[src/rtl/barrier_seq_pkg.sv]
package barrier_seq_pkg;

    // Operation codes presented with the start strobe.
    localparam logic [2:0] OPC_STORE_BAR  = 3'd0;
    localparam logic [2:0] OPC_XLATE_SYNC = 3'd1;
    localparam logic [2:0] OPC_INSN_SYNC  = 3'd2;
    localparam logic [2:0] OPC_IO_ORDER   = 3'd3;
    localparam logic [2:0] OPC_MSR_READ   = 3'd4;

    typedef enum logic [1:0] {
        CL_FIXED,
        CL_STORE,
        CL_XLATE
    } op_class_e;

    typedef enum logic [2:0] {
        ST_IDLE,
        ST_FIXED,
        ST_DRAIN,
        ST_BC_REQ,
        ST_BC_WAIT,
        ST_XLATE_WAIT,
        ST_DONE
    } seq_state_e;

endpackage

[src/rtl/bseq_op_decode.sv]
module bseq_op_decode
    import barrier_seq_pkg::*;
#(
    parameter int CW         = 3,
    parameter int SB_LAT     = 3,
    parameter int ISYNC_LAT  = 2,
    parameter int SIMPLE_LAT = 1
) (
    input  logic [2:0]    op,
    output op_class_e     cls,
    output logic          wants_refetch,
    output logic          direct_done,
    output logic [CW-1:0] load_val
);

    // Latencies are counted from the accept edge; the DONE state adds one
    // cycle, so the counter is preloaded with latency minus two.
    localparam int SB_LOAD    = (SB_LAT > 1) ? SB_LAT - 2 : 0;
    localparam int ISYNC_LOAD = (ISYNC_LAT > 1) ? ISYNC_LAT - 2 : 0;
    localparam int SIMP_LOAD  = (SIMPLE_LAT > 1) ? SIMPLE_LAT - 2 : 0;

    always_comb begin
        cls           = CL_FIXED;
        wants_refetch = 1'b0;
        direct_done   = 1'b0;
        load_val      = '0;
        unique case (op)
            OPC_STORE_BAR: begin
                cls      = CL_STORE;
                load_val = CW'(SB_LOAD);
            end
            OPC_XLATE_SYNC: begin
                cls = CL_XLATE;
            end
            OPC_INSN_SYNC: begin
                wants_refetch = 1'b1;
                direct_done   = (ISYNC_LAT <= 1);
                load_val      = CW'(ISYNC_LOAD);
            end
            default: begin
                direct_done = (SIMPLE_LAT <= 1);
                load_val    = CW'(SIMP_LOAD);
            end
        endcase
    end

endmodule

[src/rtl/bseq_down_cnt.sv]
module bseq_down_cnt #(
    parameter int CW = 3
) (
    input  logic          clk,
    input  logic          rst_n,
    input  logic          load,
    input  logic [CW-1:0] load_val,
    input  logic          dec,
    output logic          zero
);

    logic [CW-1:0] cnt_q;

    always_ff @(posedge clk or negedge rst_n) begin
        if (!rst_n) begin
            cnt_q <= '0;
        end else if (load) begin
            cnt_q <= load_val;
        end else if (dec && (cnt_q != '0)) begin
            cnt_q <= cnt_q - 1'b1;
        end
    end

    assign zero = (cnt_q == '0);

endmodule

[src/rtl/barrier_retire_seq.sv]
module barrier_retire_seq
    import barrier_seq_pkg::*;
#(
    parameter int SB_LAT     = 3,
    parameter int ISYNC_LAT  = 2,
    parameter int SIMPLE_LAT = 1
) (
    input  logic       clk,
    input  logic       rst_n,
    input  logic       start_i,
    input  logic [2:0] op_i,
    input  logic       bcast_en_i,
    input  logic       sq_empty_i,
    input  logic       bcast_ack_i,
    input  logic       bcast_retry_i,
    input  logic       xsync_i,
    output logic       done_o,
    output logic       bcast_req_o,
    output logic       refetch_o,
    output logic       busy_o
);

    localparam int MAX_LAT = (SB_LAT > ISYNC_LAT)
                           ? ((SB_LAT > SIMPLE_LAT) ? SB_LAT : SIMPLE_LAT)
                           : ((ISYNC_LAT > SIMPLE_LAT) ? ISYNC_LAT : SIMPLE_LAT);
    localparam int CW = $clog2(MAX_LAT + 1) + 1;

    seq_state_e    state_q, state_d;
    op_class_e     dec_cls;
    logic          dec_refetch;
    logic          dec_direct;
    logic [CW-1:0] dec_load;
    logic          accept;
    logic          cnt_zero;
    logic          cnt_dec;
    logic          bcast_en_q;
    logic          refetch_q;

    assign accept = start_i && (state_q == ST_IDLE);

    bseq_op_decode #(
        .CW         (CW),
        .SB_LAT     (SB_LAT),
        .ISYNC_LAT  (ISYNC_LAT),
        .SIMPLE_LAT (SIMPLE_LAT)
    ) u_decode (
        .op            (op_i),
        .cls           (dec_cls),
        .wants_refetch (dec_refetch),
        .direct_done   (dec_direct),
        .load_val      (dec_load)
    );

    assign cnt_dec = (state_q == ST_FIXED) || (state_q == ST_DRAIN);

    bseq_down_cnt #(
        .CW (CW)
    ) u_cnt (
        .clk      (clk),
        .rst_n    (rst_n),
        .load     (accept),
        .load_val (dec_load),
        .dec      (cnt_dec),
        .zero     (cnt_zero)
    );

    // Per-operation attributes captured at accept.
    always_ff @(posedge clk or negedge rst_n) begin
        if (!rst_n) begin
            bcast_en_q <= 1'b0;
            refetch_q  <= 1'b0;
        end else if (accept) begin
            bcast_en_q <= bcast_en_i;
            refetch_q  <= dec_refetch;
        end
    end

    // State register.
    always_ff @(posedge clk or negedge rst_n) begin
        if (!rst_n) begin
            state_q <= ST_IDLE;
        end else begin
            state_q <= state_d;
        end
    end

    // Next-state logic.
    always_comb begin
        state_d = state_q;
        unique case (state_q)
            ST_IDLE: begin
                if (accept) begin
                    unique case (dec_cls)
                        CL_STORE: state_d = ST_DRAIN;
                        CL_XLATE: state_d = ST_XLATE_WAIT;
                        default:  state_d = dec_direct ? ST_DONE : ST_FIXED;
                    endcase
                end
            end
            ST_FIXED: begin
                if (cnt_zero) state_d = ST_DONE;
            end
            ST_DRAIN: begin
                if (cnt_zero && sq_empty_i) begin
                    state_d = bcast_en_q ? ST_BC_REQ : ST_DONE;
                end
            end
            ST_BC_REQ: begin
                state_d = ST_BC_WAIT;
            end
            ST_BC_WAIT: begin
                if (bcast_ack_i) begin
                    state_d = ST_DONE;
                end else if (bcast_retry_i) begin
                    state_d = ST_BC_REQ;
                end
            end
            ST_XLATE_WAIT: begin
                if (xsync_i) state_d = ST_DONE;
            end
            ST_DONE: begin
                state_d = ST_IDLE;
            end
            default: begin
                state_d = ST_IDLE;
            end
        endcase
    end

    // Output decode.
    always_comb begin
        done_o      = (state_q == ST_DONE);
        refetch_o   = (state_q == ST_DONE) && refetch_q;
        bcast_req_o = (state_q == ST_BC_REQ);
        busy_o      = (state_q != ST_IDLE);
    end

endmodule

[config.mk]
export PLATFORM = sky130hd
export DESIGN_NAME = barrier_retire_seq
export DESIGN_NICKNAME = d
export VERILOG_FILES = /design/src/rtl/barrier_seq_pkg.sv /design/src/rtl/bseq_op_decode.sv /design/src/rtl/bseq_down_cnt.sv /design/src/rtl/barrier_retire_seq.sv
export SDC_FILE = /design/constraint.sdc
export NUM_CORES = 1
export LEC_CHECK = 0
export CELL_PAD_IN_SITES_DETAIL_PLACEMENT = 1
export CELL_PAD_IN_SITES_GLOBAL_PLACEMENT = 1
export CORE_UTILIZATION = 40
export CTS_BUF_LIST = sky130_fd_sc_hd__clkbuf_2 sky130_fd_sc_hd__clkbuf_4 sky130_fd_sc_hd__clkbuf_8
export DETAILED_ROUTE_END_ITERATION = 8
export HOLD_SLACK_MARGIN = 0.08
export PLACE_DENSITY = 0.95
export SETUP_SLACK_MARGIN = 0.1
export SLEW_MARGIN = 15
export SYNTH_ARGS = -nofsm -noshare
export SYNTH_HDL_FRONTEND = slang
export SYNTH_SLANG_ARGS = --single-unit
[constraint.sdc]
create_clock -name clk -period 3.82 [get_ports clk]
set_clock_uncertainty 0.2 [all_clocks]
set_input_delay 0.955 -clock clk [delete_from_list [all_inputs] [get_ports clk]]
set_output_delay 0.955 -clock clk [all_outputs]
set_load 0.01 [all_outputs]
==> impl_metrics.ini <==
[drt]
detail_route.iter0.violations = 2
via_per_inst = 5.41
drc = 0
route.vias.total = 541
ant_nets = 0
totalWireLength_um = 1450
wl_per_cell_um = 14.5
drt_pre_antenna_iters = 4

[sta]
slew_violations = 0
rsz0062_at_grt = no
worst_pin_slew_ps = 399
hold_slack_ps = 284
fin_crit_sh = 0.819
period_needed_ps = 3130
setup_tns_ps = 0
setup_viol = 0
fmax_mhz = 320
relSlewSlack = 0.733
hold_viol = 0

[floorplan]
core_region_area_um2 = 1510
ios = 15
die_w_um = 41.9
dieArea_um2 = 1760
die_h_um = 41.9
rows = 14
initial_utilization = 0.424

[worst_hold_path]
hold_start = refetch_q
whs_path_depth = 2
min_path_type = reg2reg
whs_endpoint = refetch_q

[finish]
syn_to_final_growth_pct = 24.9
n_antenna_cell = 0
layout.nets = 101
num-fill-cells = 173
layout-drive-gt1-share = 0.155

[placed_design]
portBuffers = 14
dp_hpwl_um = 1140
gp_congestion = 0.758

[synth]
synth_nets = 85
synth_area_um2 = 638
ys_types = 29
synth_seq_cells = 8
seq_area_frac_synth = 0.314
async_reset_ff_frac = 1.00
yosys_warnings = 0
yosys.area.top_type_share = 0.314
synthesis.instances = 70
ys.flop_type = dfrtp_1
synth_largest_area_cell = dfrtp_1
synth_edf_count = 0
ys_top_cells_by_area = dfrtp_1 31%, ha_1 7.8%, mux2_2 5.3%, a21oi_1 4.7%, inv_1 4.1%
synth_common_cells = 8 x dfrtp_1, 7 x inv_1, 7 x nand2_1
postSynthAreaPerCell_um2 = 9.12
yosysMostFrequentCell = dfrtp_1

[worst_setup_path]
start_kind = register
max_stage_delay_ps = 570
startpoint = state_q[1]
required_ps = 2660
end_kind = primary output
cp_slowest_cell = dfrtp_1
critPathMaxFanout = 10
reg2reg_depth = 4
cp.arrival_ps = 1970
reg2reg_to = state_q[0]
cp_cell_sequence = inv_1 -> nor3b_1 -> and2_1 -> clkdlybuf4s50_1
r2r-start = state_q[1]
reg2reg_slack_ps = 1860
crit_type = reg2out

[global_route]
grt_max_degree = 12
grt_busiest_layer = met2
grt_use_total = 0.187
grt_util_met2 = 0.297
grt_pass1_vias = 544
grt_pass1_wl_um = 2400
use_met1 = 0.231
grt_antenna_before_repair = 0
grtUsageMet3 = 0.0435
gr-total-overflow = 0

[flow_run]
drv_cap = 0

[cts]
clock_sinks = 8
post_cts_buffers = 0
htreeDepth = 1
holdBufCountCts = 0
clkTransAtPathRegs_ps = 60
cts_tree = built
cts-resized-gates = 0
cts_root_buf = clkbuf_4
cts_max_path_buffers = 2
cts-buffers-inserted = 3
clock_latency_ps = 250

[power]
vdd.ir_drop.worst_mv = 0.263
powerDensity_nw_per_um2 = 766
leakagePower_nw = 0.338

[status]
status = complete, no violations
## critical path: cells and delay by family, from the launching register on
| family | cells | cell delay, ps |
|---|---|---|
| buf+inv | 2 | 640 |
| flops | 1 | 570 |
| simple gates | 2 | 510 |
## how the worst max path moves through the flow
| stage | endpoint | cells past startpoint |
|---|---|---|
| 2_1_floorplan | state_q[0] | 6 |
| 3_3_place_gp | state_q[0] | 7 |
| 3_5_place_dp | state_q[0] | 7 |
| 4_1_cts | refetch_o | 4 |
| 5_1_grt | refetch_o | 4 |
| 6_report | refetch_o | 4 |
## power breakdown
group	internal [mW]	switching (mW)	leakage, nW	total (mW)
Sequential	0.128	0.0648	0.0988	0.193
Combinational	0.197	0.155	0.225	0.352
Clock	0.0360	0.0292	0.0138	0.0652
Total	0.362	0.249	0.338	0.610
## final cells by class
cell class	count	area (um^2)	area share
well taps	16	20.0	0.0251
repair buffers	14	140	0.176
clock buffers	3	22.5	0.0283
inverters	7	26.3	0.0330
multi-input cells	52	388	0.487
flip-flops and latches	8	200	0.251
## sequential cells by signal, summed over array words and instances (netlist names)
register / count
u_cnt.cnt_q: 3
state_q: 3
refetch_q: 1
bcast_en_q: 1
## kinds of logic (layout without fill, tap and decap cells)
group	after synthesis	in the layout	share of synthesized area
adder cells (fa/ha/maj)	4	4	0.0784
AND/OR/NAND/NOR	24	24	0.206
flip-flops	8	8	0.314
multiplexers	4	4	0.0765
AO/OA/AOI/OAI	17	17	0.194
buffers and inverters	10	24	0.0784
XOR/XNOR	3	3	0.0530
## cell usage in the layout, fill, tap and decap left out
cell and count:
xnor2_2 1, or4_1 1, mux2_2 3, o22ai_1 1
dfrtp_1 8, and2_1 1, nor2b_1 2, o22a_1 1
nor3_2 1, mux2_4 1, o32ai_2 1, nor3b_1 1
nand2b_1 1, nor3_1 3, o21bai_4 1, nand2_1 7
a21oi_1 6, inv_1 7, xnor2_1 2, ha_1 4
o21ai_0 5, o21ba_1 1, or2_2 1, o2bb2ai_1 1
clkdlybuf4s50_1 14, nor2_1 5, nor4b_2 1, clkbuf_4 3
## layer usage
layer,wire (um),vias up,share of wire
li1,-,268,-
met4,36,0,0.025
met3,48,4,0.033
met2,688,12,0.47
met5,0,-,0
met1,678,257,0.47
## metrics by stage
| step | power (mW) | worst slack, ps | utilization | cell area, um^2 | std cells |
|---|---|---|---|---|---|
| after floorplan | 0.469 | 1480 | - | 638 | 70 |
| after global placement | 0.535 | 922 | 0.514 | 774 | 97 |
| after detailed placement | 0.547 | 818 | 0.514 | 774 | 97 |
| after CTS | 0.617 | 690 | 0.529 | 797 | 100 |
| after global routing | 0.660 | 574 | 0.529 | 797 | 100 |
| final | 0.610 | 690 | 0.529 | 797 | 100 |
(Power assumes the default switching activity.)
